==> src/rtl/lcdclk_pkg.sv <==
package lcdclk_pkg;
    localparam int ADJ_W     = 6;
    localparam int PRE_LOG2  = 4;
    localparam int CPC_W     = 2;
    localparam int LCLK_W    = 3;
    localparam int BRATE_W   = 3;
    localparam int CP_OFF    = 1;
    localparam int BASE_OFF  = 3;
    localparam int BLINK_OFF = 6;
    localparam int N_BR      = 3;
    localparam int BR_W      = BLINK_OFF + (2 ** BRATE_W) - 1;

    typedef struct packed {
        logic                src_ext;
        logic                div16;
        logic [ADJ_W-1:0]    adj;
        logic [CPC_W-1:0]    cpc;
        logic [LCLK_W-1:0]   lclk;
        logic [BRATE_W-1:0]  brate;
    } cfg_t;

    function automatic logic [BR_W-1:0] pow2_limit(input int e);
        return (BR_W'(1) << e) - BR_W'(1);
    endfunction
endpackage

==> src/rtl/lcdclk_pulse_div.sv <==
module lcdclk_pulse_div #(
    parameter int W = 4
) (
    input  logic         clk,
    input  logic         rst_n,
    input  logic         clr,
    input  logic         step,
    input  logic [W-1:0] limit,
    output logic         pulse
);
    typedef struct packed {
        logic [W-1:0] cnt;
    } st_t;

    st_t s_d, s_q;

    always_comb begin
        s_d   = s_q;
        pulse = 1'b0;
        if (clr) begin
            s_d.cnt = '0;
        end else if (step) begin
            if (s_q.cnt >= limit) begin
                s_d.cnt = '0;
                pulse   = 1'b1;
            end else begin
                s_d.cnt = s_q.cnt + 1'b1;
            end
        end
    end

    always_ff @(posedge clk or negedge rst_n) begin
        if (!rst_n) s_q <= '0;
        else        s_q <= s_d;
    end
endmodule

==> src/rtl/lcdclk_ref_stage.sv <==
module lcdclk_ref_stage
    import lcdclk_pkg::*;
(
    input  logic             clk,
    input  logic             rst_n,
    input  logic             clr,
    input  logic             src_ext,
    input  logic             int_tick,
    input  logic             ext_tick,
    input  logic             div16,
    input  logic [ADJ_W-1:0] adj,
    output logic             mod_tick
);
    localparam logic [PRE_LOG2-1:0] PRE_LIM = PRE_LOG2'((2 ** PRE_LOG2) - 1);

    logic                ref_tick;
    logic                pre_tick;
    logic [PRE_LOG2-1:0] pre_limit;

    always_comb begin
        ref_tick  = src_ext ? ext_tick : int_tick;
        pre_limit = div16 ? PRE_LIM : '0;
    end

    lcdclk_pulse_div #(.W(PRE_LOG2)) u_pre (
        .clk   (clk),
        .rst_n (rst_n),
        .clr   (clr),
        .step  (ref_tick),
        .limit (pre_limit),
        .pulse (pre_tick)
    );

    lcdclk_pulse_div #(.W(ADJ_W)) u_adj (
        .clk   (clk),
        .rst_n (rst_n),
        .clr   (clr),
        .step  (pre_tick),
        .limit (adj),
        .pulse (mod_tick)
    );
endmodule

==> src/rtl/lcdclk_tree.sv <==
module lcdclk_tree
    import lcdclk_pkg::*;
(
    input  logic               clk,
    input  logic               rst_n,
    input  logic               en,
    input  logic               src_ext,
    input  logic               int_tick,
    input  logic               ext_tick,
    input  logic               div16,
    input  logic [ADJ_W-1:0]   adj,
    input  logic [CPC_W-1:0]   cpc,
    input  logic [LCLK_W-1:0]  lclk,
    input  logic [BRATE_W-1:0] brate,
    output logic               mod_tick,
    output logic               cp_tick,
    output logic               base_tick,
    output logic               blink_tick
);
    typedef struct packed {
        logic run;
        cfg_t cfg;
    } st_t;

    st_t s_d, s_q;

    logic             clr_up;
    logic [N_BR-1:0]  fld_chg;
    logic [N_BR-1:0]  clr_br;
    logic [N_BR-1:0]  br_pulse;
    logic [BR_W-1:0]  br_limit [N_BR];

    always_comb begin
        s_d.run           = 1'b1;
        s_d.cfg.src_ext   = src_ext;
        s_d.cfg.div16     = div16;
        s_d.cfg.adj       = adj;
        s_d.cfg.cpc       = cpc;
        s_d.cfg.lclk      = lclk;
        s_d.cfg.brate     = brate;

        clr_up = !en || !s_q.run
              || (s_d.cfg.src_ext != s_q.cfg.src_ext)
              || (s_d.cfg.div16   != s_q.cfg.div16)
              || (s_d.cfg.adj     != s_q.cfg.adj);

        fld_chg[0] = (s_d.cfg.cpc   != s_q.cfg.cpc);
        fld_chg[1] = (s_d.cfg.lclk  != s_q.cfg.lclk);
        fld_chg[2] = (s_d.cfg.brate != s_q.cfg.brate);

        br_limit[0] = pow2_limit(CP_OFF    + int'(cpc));
        br_limit[1] = pow2_limit(BASE_OFF  + int'(lclk));
        br_limit[2] = pow2_limit(BLINK_OFF + int'(brate));
    end

    always_ff @(posedge clk or negedge rst_n) begin
        if (!rst_n) s_q <= '0;
        else        s_q <= s_d;
    end

    lcdclk_ref_stage u_ref (
        .clk      (clk),
        .rst_n    (rst_n),
        .clr      (clr_up),
        .src_ext  (src_ext),
        .int_tick (int_tick),
        .ext_tick (ext_tick),
        .div16    (div16),
        .adj      (adj),
        .mod_tick (mod_tick)
    );

    for (genvar g = 0; g < N_BR; g++) begin : g_branch
        assign clr_br[g] = clr_up | fld_chg[g];
        lcdclk_pulse_div #(.W(BR_W)) u_div (
            .clk   (clk),
            .rst_n (rst_n),
            .clr   (clr_br[g]),
            .step  (mod_tick),
            .limit (br_limit[g]),
            .pulse (br_pulse[g])
        );
    end

    assign cp_tick    = br_pulse[0];
    assign base_tick  = br_pulse[1];
    assign blink_tick = br_pulse[2];
endmodule

==> config.mk <==
export PLATFORM = sky130hd
export DESIGN_NAME = lcdclk_tree
export DESIGN_NICKNAME = d
export VERILOG_FILES = /design/src/rtl/lcdclk_pkg.sv /design/src/rtl/lcdclk_pulse_div.sv /design/src/rtl/lcdclk_ref_stage.sv /design/src/rtl/lcdclk_tree.sv
export SDC_FILE = /design/constraint.sdc
export NUM_CORES = 1
export LEC_CHECK = 0
export CAP_MARGIN = 30
export CORE_MARGIN = 5
export CORE_UTILIZATION = 40
export DETAILED_ROUTE_END_ITERATION = 10
export HOLD_SLACK_MARGIN = 0.08
export PLACE_DENSITY_LB_ADDON = 0.2
export SKIP_LAST_GASP = 1
export SLEW_MARGIN = 10
export SYNTH_ARGS = -nofsm -noshare
export SYNTH_HDL_FRONTEND = slang
export SYNTH_SLANG_ARGS = --single-unit
==> constraint.sdc <==
create_clock -name clk -period 12.9 [get_ports clk]
set_clock_uncertainty 0.05 [all_clocks]
set_input_delay 2.58 -clock clk [delete_from_list [all_inputs] [get_ports clk]]
set_output_delay 2.58 -clock clk [all_outputs]
set_load 0.05 [all_outputs]
; ---- Word level (Yosys, flattened, before mapping)
; Index checks and enable logic that the tools add are counted.
[op_classes]
n_addsub = 11
order_cmp = 5
n_eq_ne = 6
shifts = 3
muxes = 32
bitwise = 3
reduce_logical = 11
[op_table]
columns = cell, n
row1 = 2-to-1 mux 13 bit, 9
row2 = "adder 13 x 1 -> 13 bit, second input constant", 3
row3 = >= comparator 13 bit, 3
row4 = "subtractor 13 x 2 -> 13 bit, second input constant", 3
row5 = "<< shifter 1 x 4 -> 13 bit, first input constant", 2
row6 = 2-to-1 mux 6 bit, 3
row7 = 2-to-1 mux 1 bit, 16
row8 = 2-to-1 mux 4 bit, 4
row9 = "<< shifter 1 x 3 -> 13 bit, first input constant", 1
row10 = nonzero test 2 bit, 5
row11 = "adder 6 x 1 -> 6 bit, second input constant", 1
row12 = >= comparator 6 bit, 1
row13 = inequality test 3 bit, 2
row14 = inequality test 6 bit, 1
row15 = "adder 2 x 3 -> 4 bit, first input constant", 1
row16 = "adder 3 x 3 -> 4 bit, first input constant", 1
row17 = "adder 4 x 1 -> 4 bit, second input constant", 1
row18 = >= comparator 4 bit, 1
row19 = logical OR 1 bit, 4
row20 = "adder 1 x 2 -> 3 bit, first input constant", 1
row21 = bitwise OR 1 bit, 3
row22 = logical NOT 1 bit, 2
row23 = inequality test 1 bit, 2
row24 = inequality test 2 bit, 1
[word_totals]
reg_bits = 66
inputBits = 21
out_inout_bits = 4
elab_cells = 83

; ---- Longest topological paths before layout
; Gate-level depths: netlist of run 1.
[logic_depth]
depth_word = 10
depth_mapped = 19
mapped_depth_nobuf = 15

; ---- Hierarchy
; A second synthesis of run 1 with hierarchy kept.
[unflattened]
hier_cells = 610
hier_area_um2 = 5345.1
[by_module_without_submodules]
columns = mod, n_inst, cells_each, area_each_um2, seq_area_each_um2
row1 = lcdclk_pulse_div at g_branch[0].u_div ..., 2, 139, 1139.8, 325.3
row2 = lcdclk_pulse_div at g_branch[2].u_div, 1, 139, 1158.6, 325.3
row3 = lcdclk_tree, 1, 107, 1081.0, 425.4
row4 = lcdclk_pulse_div at u_ref.u_adj, 1, 50, 467.9, 150.1
row5 = lcdclk_pulse_div at u_ref.u_pre, 1, 35, 342.8, 100.1
row6 = lcdclk_ref_stage, 1, 1, 15.0, 0.0

; ---- Worst setup path before layout of run 1
; OpenSTA, ideal clock, no wires.
[synth_path]
path_kind = input to output
start = in brate[1]
end = out blink_tick
arrival_time_ps = 5751
required_time_ps = 10270
setup_slack_ps = 4519
cell_stages = 17
path_buffers = 3
cell_sequence = buf_1 > inv_1 > ha_1 > clkbuf_1 > nand4_1 > ha_1 > clkbuf_1 > nor2_1 > nand2_1 > a211oi_1 > a21oi_1 > ha_1 > a21oi_1 > o21ai_0 > a211oi_1 > nand3_1 > and3_1
[synth_between]
elab_chain_cells = 7
[synth_lines]
columns = item, line
row1 = from (decl), lcdclk_tree.sv:14  ; input logic [BRATE_W-1:0] brate,
row2 = adder 3 x 3 -> 4 bit, lcdclk_tree.sv:53  ; br_limit[2] = pow2_limit(BLINK_OFF + int'(brate));
row3 = << shifter 1 x 4 -> 13 bit, lcdclk_pkg.sv:23  ; return (BR_W'(1) << e) - BR_W'(1);
row4 = subtractor 13 x 2 -> 13 bit, lcdclk_pkg.sv:23
row5 = >= comparator 13 bit, lcdclk_pulse_div.sv:23  ; if (s_q.cnt >= limit) begin
row6 = 2-to-1 mux 1 bit, lcdclk_pulse_div.sv:23
row7 = 2-to-1 mux 1 bit, lcdclk_pulse_div.sv:22  ; end else if (step) begin
row8 = 2-to-1 mux 1 bit (*), lcdclk_pulse_div.sv:20  ; if (clr) begin
row9 = to (decl), lcdclk_tree.sv:18  ; output logic blink_tick
; Every way passes the cells marked *; elsewhere a longest branch is shown, timed or not.

; ---- Final worst setup path of run 1
; Same ends and word-level chain as after synthesis.

==> impl_summary.md, run 1 <==
Layout
The number of fill cells in the layout is between 1,000 and 1,500. In the final layout, the multi-input gates occupy approximately 2700 sq um. The number of antenna cells inserted is 0. Compared with the post-synthesis result, the final layout area differs by 12.77%. Leaving out fill and tap cells, the most frequent cells in the layout are 66 x sky130_fd_sc_hd__dfrtp_1, 48 x sky130_fd_sc_hd__ha_1, 45 x sky130_fd_sc_hd__nand2_1, 42 x sky130_fd_sc_hd__nor2_1, 34 x sky130_fd_sc_hd__a21oi_1. The final layout contains ~600 nets. The non-filler instance count after layout is about 660. The share of final-layout standard cells stronger than drive strength 1 is about 5.7%. The most common cell after layout, fill and taps aside is sky130_fd_sc_hd__dfrtp_1. The footprint of the flip-flops and latches is approximately 1700 sq um.

Floorplanning
The number of placement rows is 38. The die extent in x is 115.7 microns. The die covers roughly 13,000 sq um. The floorplan step set the die height to 115.7 microns. The boundary pin count is 25. Once the floorplan was initialized, standard cells occupied between 40% and 50% of the core.

The area of the core region is 10,890 sq um.

Clocking
The source-to-sink clock delay at the later pin of the worst-skew pair is between 0.3 and 0.4 ns. The number of levels in the clock H-tree is 3. TritonCTS built the clock tree. The count of hold-fix buffers inserted at cts is 0.

The number of sinks driven by the clock tree is between 60 and 70. The number of instances resized during post-cts repair is 0. The number of buffers added by the clock tree synthesis step is 9. The post-CTS setup buffer count is 0. The clock passes through at most 2 buffers. After clock tree synthesis, the clock-pin slew on the worst setup and hold paths is approximately 0.07 ns. The root buffer cell chosen for the clock tree is sky130_fd_sc_hd__clkbuf_8.

Detailed routing
The wire length after detailed routing is 9.538 mm. After detailed routing, the number of remaining DRC violations is 0. The post-route antenna net violation count is 0. The detail-routed net length per standard cell is around 14 microns. In this run, the number of DRC markers left after iteration 0 of detailed routing was 220.

After detailed routing, the number of vias per cell comes to around 5.5. The first detailed-routing pass ran for 4 iterations. The overall via count from detail_route is approximately 3,700.

Timing
The hold violation total from the final report was 0. Measured against its own limit, the worst slew margin works out to 44.67%. For the pin with the worst max-slew slack, the measured transition is a little over 0.8 ns. The total count of max-transition violations in the final report is 0.

The post-route setup TNS is 0 ns. The time the final worst path needs with I/O delays and setup is approximately 10 ns. The number of endpoints failing setup at the final stage is 0. Setup repair after global routing left no endpoint under its margin. The tightest hold path in the finished design has a slack of around 0.43 ns. After layout, the worst path uses 75.36% of the clock period. Timing would allow up to 102.9 MHz.

Placed design
The congestion estimate from routability-driven global placement came to between 0.8 and 0.9. The port buffer count is 24. Once placement completed, the tool counted placed cells totaling approximately 650.

The HPWL after detailed placement is between 6 and 7 mm.

Synthesis
In this run the cell area of the synthesized design comes to 4468 sq um. The cell count after synthesis came out at about 490. Counting flops with a built-in enable in the synthesized netlist gives 0.

Counting flops with an async set or reset pin after synthesis yields a share of 100.0%. The number of warnings printed during yosys synthesis is 0. The cell taking the most area after synthesis is sky130_fd_sc_hd__dfrtp_1. The register bit total from synthesis is 66. The synthesized netlist contains 58 unique library cells. The share of the Yosys chip area taken by registers is 36.96%. In this run the mean area of a mapped cell was 9.081 sq um. Sorting the synthesized cells by area gives the leading types as sky130_fd_sc_hd__dfrtp_1 37%, sky130_fd_sc_hd__ha_1 13%, sky130_fd_sc_hd__a21oi_1 3.8%. The synthesized design devotes to its leading area cell type ~37% of total area. In the synthesized netlist the dominant register cell turns out to be sky130_fd_sc_hd__dfrtp_1.

Setup path
The required time of the critical path is approximately 10 ns. The endpoint class of the critical path is an output pin. Across all register-to-register paths, the minimum setup slack is between 9 and 10 ns. The worst register-to-register path has a depth of 6. The worst reg2reg path startpoint is s_q[12]$_DFF_PN0_. The peak fanout along the critical path is 17. The arrival time at the worst endpoint is slightly above 7 ns.

The worst setup path is of the in -> out kind. The worst reg2reg path endpoint is g_branch[2].u_div.s_q[0]$_DFFE_PN0P_. The type of element launching the critical path is an input port.

Power
Dividing total power by cell area gives a power density of 82.71 nW/um^2. The worst IR drop on VDD is ~46 uV. The leakage power is around 2.2 nW.

Global routing
For met2 alone, demand over resource in global routing was 24.77%. The total routing resource utilization after global routing is 15.27%. The pin count of the biggest net entering global routing is 67.

Global routing used 19.97% of the available met1 tracks. The via count of the first global-routing pass was ~3,500. The number of antenna violations at the first check in global routing was 0. The first-pass GRT wire length is 16.46 mm.

The global-route layer with the greatest usage is met2. The met3 usage in global routing is around 4.5%. For this run the aggregate overflow at the end of global routing stands at 0.

Run
The tool flagged a number of max-cap violations equal to 0.

Min path
The path with the worst hold slack has its endpoint at g_branch[1].u_div.s_q[12]$_DFFE_PN0P_. The tightest min-delay check is of the reg -> reg type. In this run the most critical hold path is launched from g_branch[1].u_div.s_q[12]$_DFFE_PN0P_. Counting instances, the worst hold path has a depth of 1.

Run status
The flow ran to the end, and the final reports show no timing, DRC or antenna violations.
flip-flops by register name, summed over array words and instances (netlist names):
name / cells
u_ref.u_pre.s_q: 4
s_q: 17
u_ref.u_adj.s_q: 6
g_branch.u_div.s_q: 39
area by class of cell:
cell class                      count  share of cell area (%)
Timing Repair Buffer               28                   5.513
Clock buffer                       14                   3.427
Multi-Input combinational cell    391                   53.04
Inverter                           21                   1.564
Clock inverter                      2                  0.1987
Sequential cell                    66                   32.78
Tap cell                          140                   3.477
where the power goes:
part | leakage [nW] | switching (mW) | internal (mW) | total (mW)
clock network | 0.0965 | 0.0793 | 0.0851 | 0.164
logic | 1.23 | 0.0234 | 0.0182 | 0.0416
registers | 0.883 | 0.00117 | 0.210 | 0.211
total | 2.21 | 0.104 | 0.313 | 0.417
cell usage after synthesis (2+ instances only):
master	number
sky130_fd_sc_hd__o2111ai_1	2
sky130_fd_sc_hd__nand3_1	22
sky130_fd_sc_hd__o2bb2ai_1	2
sky130_fd_sc_hd__o21a_1	2
sky130_fd_sc_hd__and4_1	4
sky130_fd_sc_hd__nor3_1	13
sky130_fd_sc_hd__nand4_1	11
sky130_fd_sc_hd__a32o_1	3
sky130_fd_sc_hd__and3_1	8
sky130_fd_sc_hd__nor4_1	6
sky130_fd_sc_hd__nor2b_1	7
sky130_fd_sc_hd__nor3b_1	5
sky130_fd_sc_hd__or2_2	2
sky130_fd_sc_hd__xor2_1	9
sky130_fd_sc_hd__dfrtp_1	66
sky130_fd_sc_hd__ha_1	48
sky130_fd_sc_hd__mux2i_1	7
sky130_fd_sc_hd__a2bb2oi_1	4
sky130_fd_sc_hd__a41oi_1	3
sky130_fd_sc_hd__or3_1	4
sky130_fd_sc_hd__nand2_1	45
sky130_fd_sc_hd__a21oi_1	34
sky130_fd_sc_hd__nand2b_1	7
sky130_fd_sc_hd__or3b_1	2
sky130_fd_sc_hd__nor2_1	42
sky130_fd_sc_hd__o21ai_0	18
sky130_fd_sc_hd__o21ai_1	8
sky130_fd_sc_hd__a211oi_1	5
sky130_fd_sc_hd__or4_1	9
sky130_fd_sc_hd__clkbuf_1	13
sky130_fd_sc_hd__a221o_1	11
sky130_fd_sc_hd__buf_2	4
sky130_fd_sc_hd__xnor2_1	17
sky130_fd_sc_hd__a21o_1	5
sky130_fd_sc_hd__inv_1	20
sky130_fd_sc_hd__a22o_1	2
stage by stage:
step	setup slack (ns)	cell area (sq um)	util [%]	total power, mW
2_1_floorplan	4.519	4487	-	0.2382
3_3_place_gp	3.351	4836	44.42	0.2550
3_5_place_dp	3.198	4836	44.42	0.2561
4_1_cts	3.179	5019	46.09	0.4240
5_1_grt	2.878	5039	46.28	0.4396
6_report	3.178	5039	46.28	0.4167
worst max-delay path by stage:
stage | startpoint | to | slack [ns] | depth (start not counted)
global route | brate[1] | blink_tick | 2.88 | 16
finish | brate[1] | blink_tick | 3.18 | 16
detailed placement | brate[1] | blink_tick | 3.20 | 16
floorplan | brate[1] | blink_tick | 4.52 | 17
global placement | brate[1] | blink_tick | 3.35 | 16
CTS | brate[1] | blink_tick | 3.18 | 16
logic make-up after synthesis:
group	after synthesis	synth area share, %
other	1	0.08393
XOR/XNOR	26	5.097
AND/OR/NAND/NOR	198	23.44
AO/OA/AOI/OAI	105	15.51
adder cells (fa/ha/maj)	48	13.44
flip-flops	66	36.96
multiplexers	8	1.820
buffers and inverters	40	3.640
critical path, stage by stage:
cell and delay, ns:
sky130_fd_sc_hd__clkdlybuf4s50_1 0.84, sky130_fd_sc_hd__inv_1 0.22, sky130_fd_sc_hd__ha_1 0.54, sky130_fd_sc_hd__nand4b_1 0.19, sky130_fd_sc_hd__ha_1 0.32, sky130_fd_sc_hd__nor2_1 0.17, sky130_fd_sc_hd__nand2_1 0.07, sky130_fd_sc_hd__a211oi_1 0.24
sky130_fd_sc_hd__a21oi_1 0.07, sky130_fd_sc_hd__ha_1 0.31, sky130_fd_sc_hd__a21oi_1 0.12, sky130_fd_sc_hd__o21ai_0 0.08, sky130_fd_sc_hd__a211oi_1 0.30, sky130_fd_sc_hd__nand3_1 0.13, sky130_fd_sc_hd__and3_1 0.21, sky130_fd_sc_hd__clkdlybuf4s50_1 0.70
per-layer routing:
layer  routed length [microns]  vias up
li1                          -     1840
met1                      4416     1765
met2                      4635       52
met3                       353        9
met4                       133        0
met5                         0        -
Note: power is estimated with default switching activity, not from simulation.
==> run 2, diff against run 1 <==
==> constraint.sdc (replaced) <==
create_clock -name clk -period 9.4 [get_ports clk]
set_clock_uncertainty 0.05 [all_clocks]
set_input_delay 1.88 -clock clk [delete_from_list [all_inputs] [get_ports clk]]
set_output_delay 1.88 -clock clk [all_outputs]
set_load 0.05 [all_outputs]
==> run 2 against run 1 <==
Cell count stayed put. Sequential share of layout area is 0.12 points higher. Critical path depth stayed put. Hold slack better by 0.0011 ns. Via count is 0.63% lower. Global-route usage is 0.23 points lower. Die area stayed put. Flip-flop and latch count stayed put. Sequential power is 37% higher. Power is 33% higher. Cell area is 0.37% lower. Critical endpoint unchanged. Largest power group unchanged.
==> impl_summary.md, run 2 (synthesis results as in run 1) <==
Run status
The flow ran to the end, and the final reports show no timing, DRC or antenna violations.

Power
Per report_power, the clock group accounts for between 30% and 40% of the total. In this run, the combinational gates consume between 10% and 20% of the power. Summed over all nets, the switching power comes to 140.3 uW. The total internal power is 414.5 uW. Power spread over the standard cell area amounts to roughly 110 nW/um^2. In this run the static leakage power is around 2.2 nW. The share of total power dissipated in sequential elements is ~52%. The total power after layout is 554.8 uW. The switching power as a share of total power is roughly a quarter. The worst IR drop on VDD is slightly above 80 uV.

Floorplanning
In this run the count of I/O pins placed on the die edge is 25. In this run the horizontal extent of the chip is between 100 and 150 microns. The die area is ~13,000 sq um. The area of the core region is around 11,000 sq um. In this run the vertical extent of the chip is ~120 microns. For this configuration, the core starts out at a cell density of 41.04%.

The floorplan has 38 rows.

Detailed routing
The topmost layer with routed signal wires is met4. The post-route antenna net violation count is 0. The routed length on met2 is ~4.5 mm. In the final routed layout, each cell accounts on average for 14.29 microns. After detailed routing, the wire length on met1 is ~4.4 mm. In the routed layout, each cell is associated on average with a via count of about 5.5. The DRC violation count after routing is 0. The first routing iteration left 179 violations. For this run, the detailed router's first-pass iteration total came to 4. In the detailed route, the total length drawn on met3 is roughly 350 microns. The overall via count from detail_route is 3,643. For this block, the routed nets add up to about 9.5 mm of wire.

Placed design
Input and output buffers added on the ports amount to 24. The estimated wirelength of the detail-placed design is a little under 7 mm. Routability-driven placement finished with a final weighted congestion of between 0.8 and 0.9.

The placed standard-cell area is ~4800 sq um. The pre-CTS setup slack is ~1.1 ns.

Setup path
The type of element launching the critical path is an input port. Data arrives at the worst endpoint at 6.38 ns. The worst reg2reg path startpoint is s_q[12]$_DFF_PN0_.

Traced cell by cell, the critical path runs through clkdlybuf4s50_1 -> inv_1 -> ha_1 -> nand4b_1 -> ha_1 -> nor2_1 -> nand2_1 -> a211oi_1 -> a21oi_1 -> ha_1 -> a21oi_1 -> o21ai_0 -> a211oi_1 -> nand3_1 -> and3_1 -> clkdlybuf4s50_1. Along the worst path, the maximum fanout reaches 17. The worst setup path is of the in -> out kind. In this design, the stage delay of the slowest critical-path cell is about 0.84 ns.

The endpoint class of the critical path is an output pin. The required time of the critical path is ~7.5 ns. The timing startpoint of the critical path is brate[1].

The depth of the worst register-to-register path is 6. The worst setup slack for register-to-register paths is slightly above 6 ns. Among all stages on the critical path, the largest delay is contributed by sky130_fd_sc_hd__clkdlybuf4s50_1. The worst reg2reg path endpoint is g_branch[2].u_div.s_q[0]$_DFFE_PN0P_. The cell occurring most often along the worst timing path is sky130_fd_sc_hd__ha_1.

Timing
Setup repair after global routing left no endpoint under its margin. The worst pin sits at a relative slew slack of between 40 and 50%. Dividing the final minimum period by the clock period gives between 80% and 90%. The timing-limited maximum frequency is roughly 120 MHz. The number of endpoints failing setup at the final stage is 0. The setup slack after layout is between 1 and 1.5 ns. The total count of max-transition violations in the final report is 0. The hold violation total from the final report is 0. The post-route setup TNS is 0 ns. The time the final worst path needs with I/O delays and setup is slightly above 8 ns.

The actual slew at the worst max-slew pin is around 0.82 ns.

Global routing
The first global-routing pass estimated ~16 mm of wire. The number of antenna violations at the first check in global routing is 0. The pin count of the biggest net entering global routing is 67. The total routing resource utilization after global routing is around 15%. The via count of the first global-routing pass came to 3,462. For this run the aggregate overflow at the end of global routing stands at 0.

Clocking
The clock net in this run drives a total of 66 sinks. The clock-pin transition on the worst setup and hold timing paths is 0.07 ns. The clock root buffer master is sky130_fd_sc_hd__clkbuf_8. The number of instances resized during post-cts repair is 0. The maximum number of buffers from clock root to sink is 2. The number of levels in the clock H-tree is 3. The count of hold-fix buffers inserted at cts is 0. Once the clock tree was built, the setup fixing pass inserted 0 buffers.

Buffers inserted during clock tree synthesis total 9. TritonCTS built the clock tree. Clock latency on the worst-skew pair, taken at its later pin, is 0.35 ns.

Layout
The synthesis-to-layout area growth is 12.35%. The library cells used most frequently in the layout, excluding fill and tap cells, are 66 x sky130_fd_sc_hd__dfrtp_1, 48 x sky130_fd_sc_hd__ha_1, 45 x sky130_fd_sc_hd__nand2_1, 42 x sky130_fd_sc_hd__nor2_1, 34 x sky130_fd_sc_hd__a21oi_1. The area of all placed cells without fillers is approximately 5000 sq um. Counting flops per register, the top entry is g_branch.u_div.s_q. The library cell used most frequently in the layout, excluding fill and tap cells, is sky130_fd_sc_hd__dfrtp_1. The share of the core filled with cells is between 40% and 50%.

The final-stage net count is 586. The number of antenna diodes in the final layout is 0. The register with the most flip-flops in the layout has 39 of them.

The largest registers in the layout are g_branch.u_div.s_q (39), s_q (17), u_ref.u_adj.s_q (6). The post-route netlist has ~5.6% of its cells at a drive strength greater than 1.

Run
The number of max-cap violations is 0.

Min path
The terminating pin of the worst hold path is g_branch[1].u_div.s_q[12]$_DFFE_PN0P_. The worst hold path begins at g_branch[1].u_div.s_q[12]$_DFFE_PN0P_. The classification of the worst-slack hold path is reg -> reg.

Along the worst hold path, the cell count comes to 1.
run 2: cell types whose count changed in the layout (fill, tap and decap cells not counted), sizes merged:
| cell | delta |
|---|---|
| clkbuf | -1 |
| clkinv | +1 |
run 2: area by class of cell:
class                      instances  area (sq um)
multi-input combinational        391          2673
inverter                          21         78.83
clock inverter                     3         15.01
sequential                        66          1652
tap                              140         175.2
fill                            1077          5868
timing repair buffer              28         277.8
clock buffer                      13         148.9
run 2: worst max path at each step:
| stage | endpoint | slack, ns | depth (start not counted) |
|---|---|---|---|
| after global routing | blink_tick | 0.78 | 16 |
| after global placement | blink_tick | 1.25 | 16 |
| after floorplan | blink_tick | 2.42 | 17 |
| after detailed placement | blink_tick | 1.09 | 16 |
| after CTS | blink_tick | 1.08 | 16 |
| final | blink_tick | 1.09 | 16 |
run 2: power by group through the flow:
stage | logic [mW] | registers, mW | clock network, mW
floorplan | 0.0324 | 0.294 | 0
global placement | 0.0554 | 0.295 | 0
detailed placement | 0.0568 | 0.295 | 0
CTS | 0.0570 | 0.289 | 0.220
global route | 0.0655 | 0.289 | 0.231
finish | 0.0572 | 0.289 | 0.208
run 2: through the flow:
stage                     hold slack [ns]  cells
after floorplan                    0.4069    497
final                              0.4338    662
after global routing               0.4867    662
after global placement             0.4276    645
after detailed placement           0.4314    645
after CTS                          0.4421    661
run 2: per-layer routing:
layer	global-route usage [%]	vias to the layer above
met3	3.603	15
met1	19.26	1743
met4	4.795	0
met2	25.19	46
met5	0	-
li1	-	1839
run 2: worst max-delay path: cells and delay by family:
kind | cells | cell delay [ns]
buffers and inverters | 3 | 1.76
AND/OR/NAND/NOR | 5 | 0.75
adder cells (fa/ha/maj) | 3 | 1.17
AO/OA/AOI/OAI | 5 | 0.81
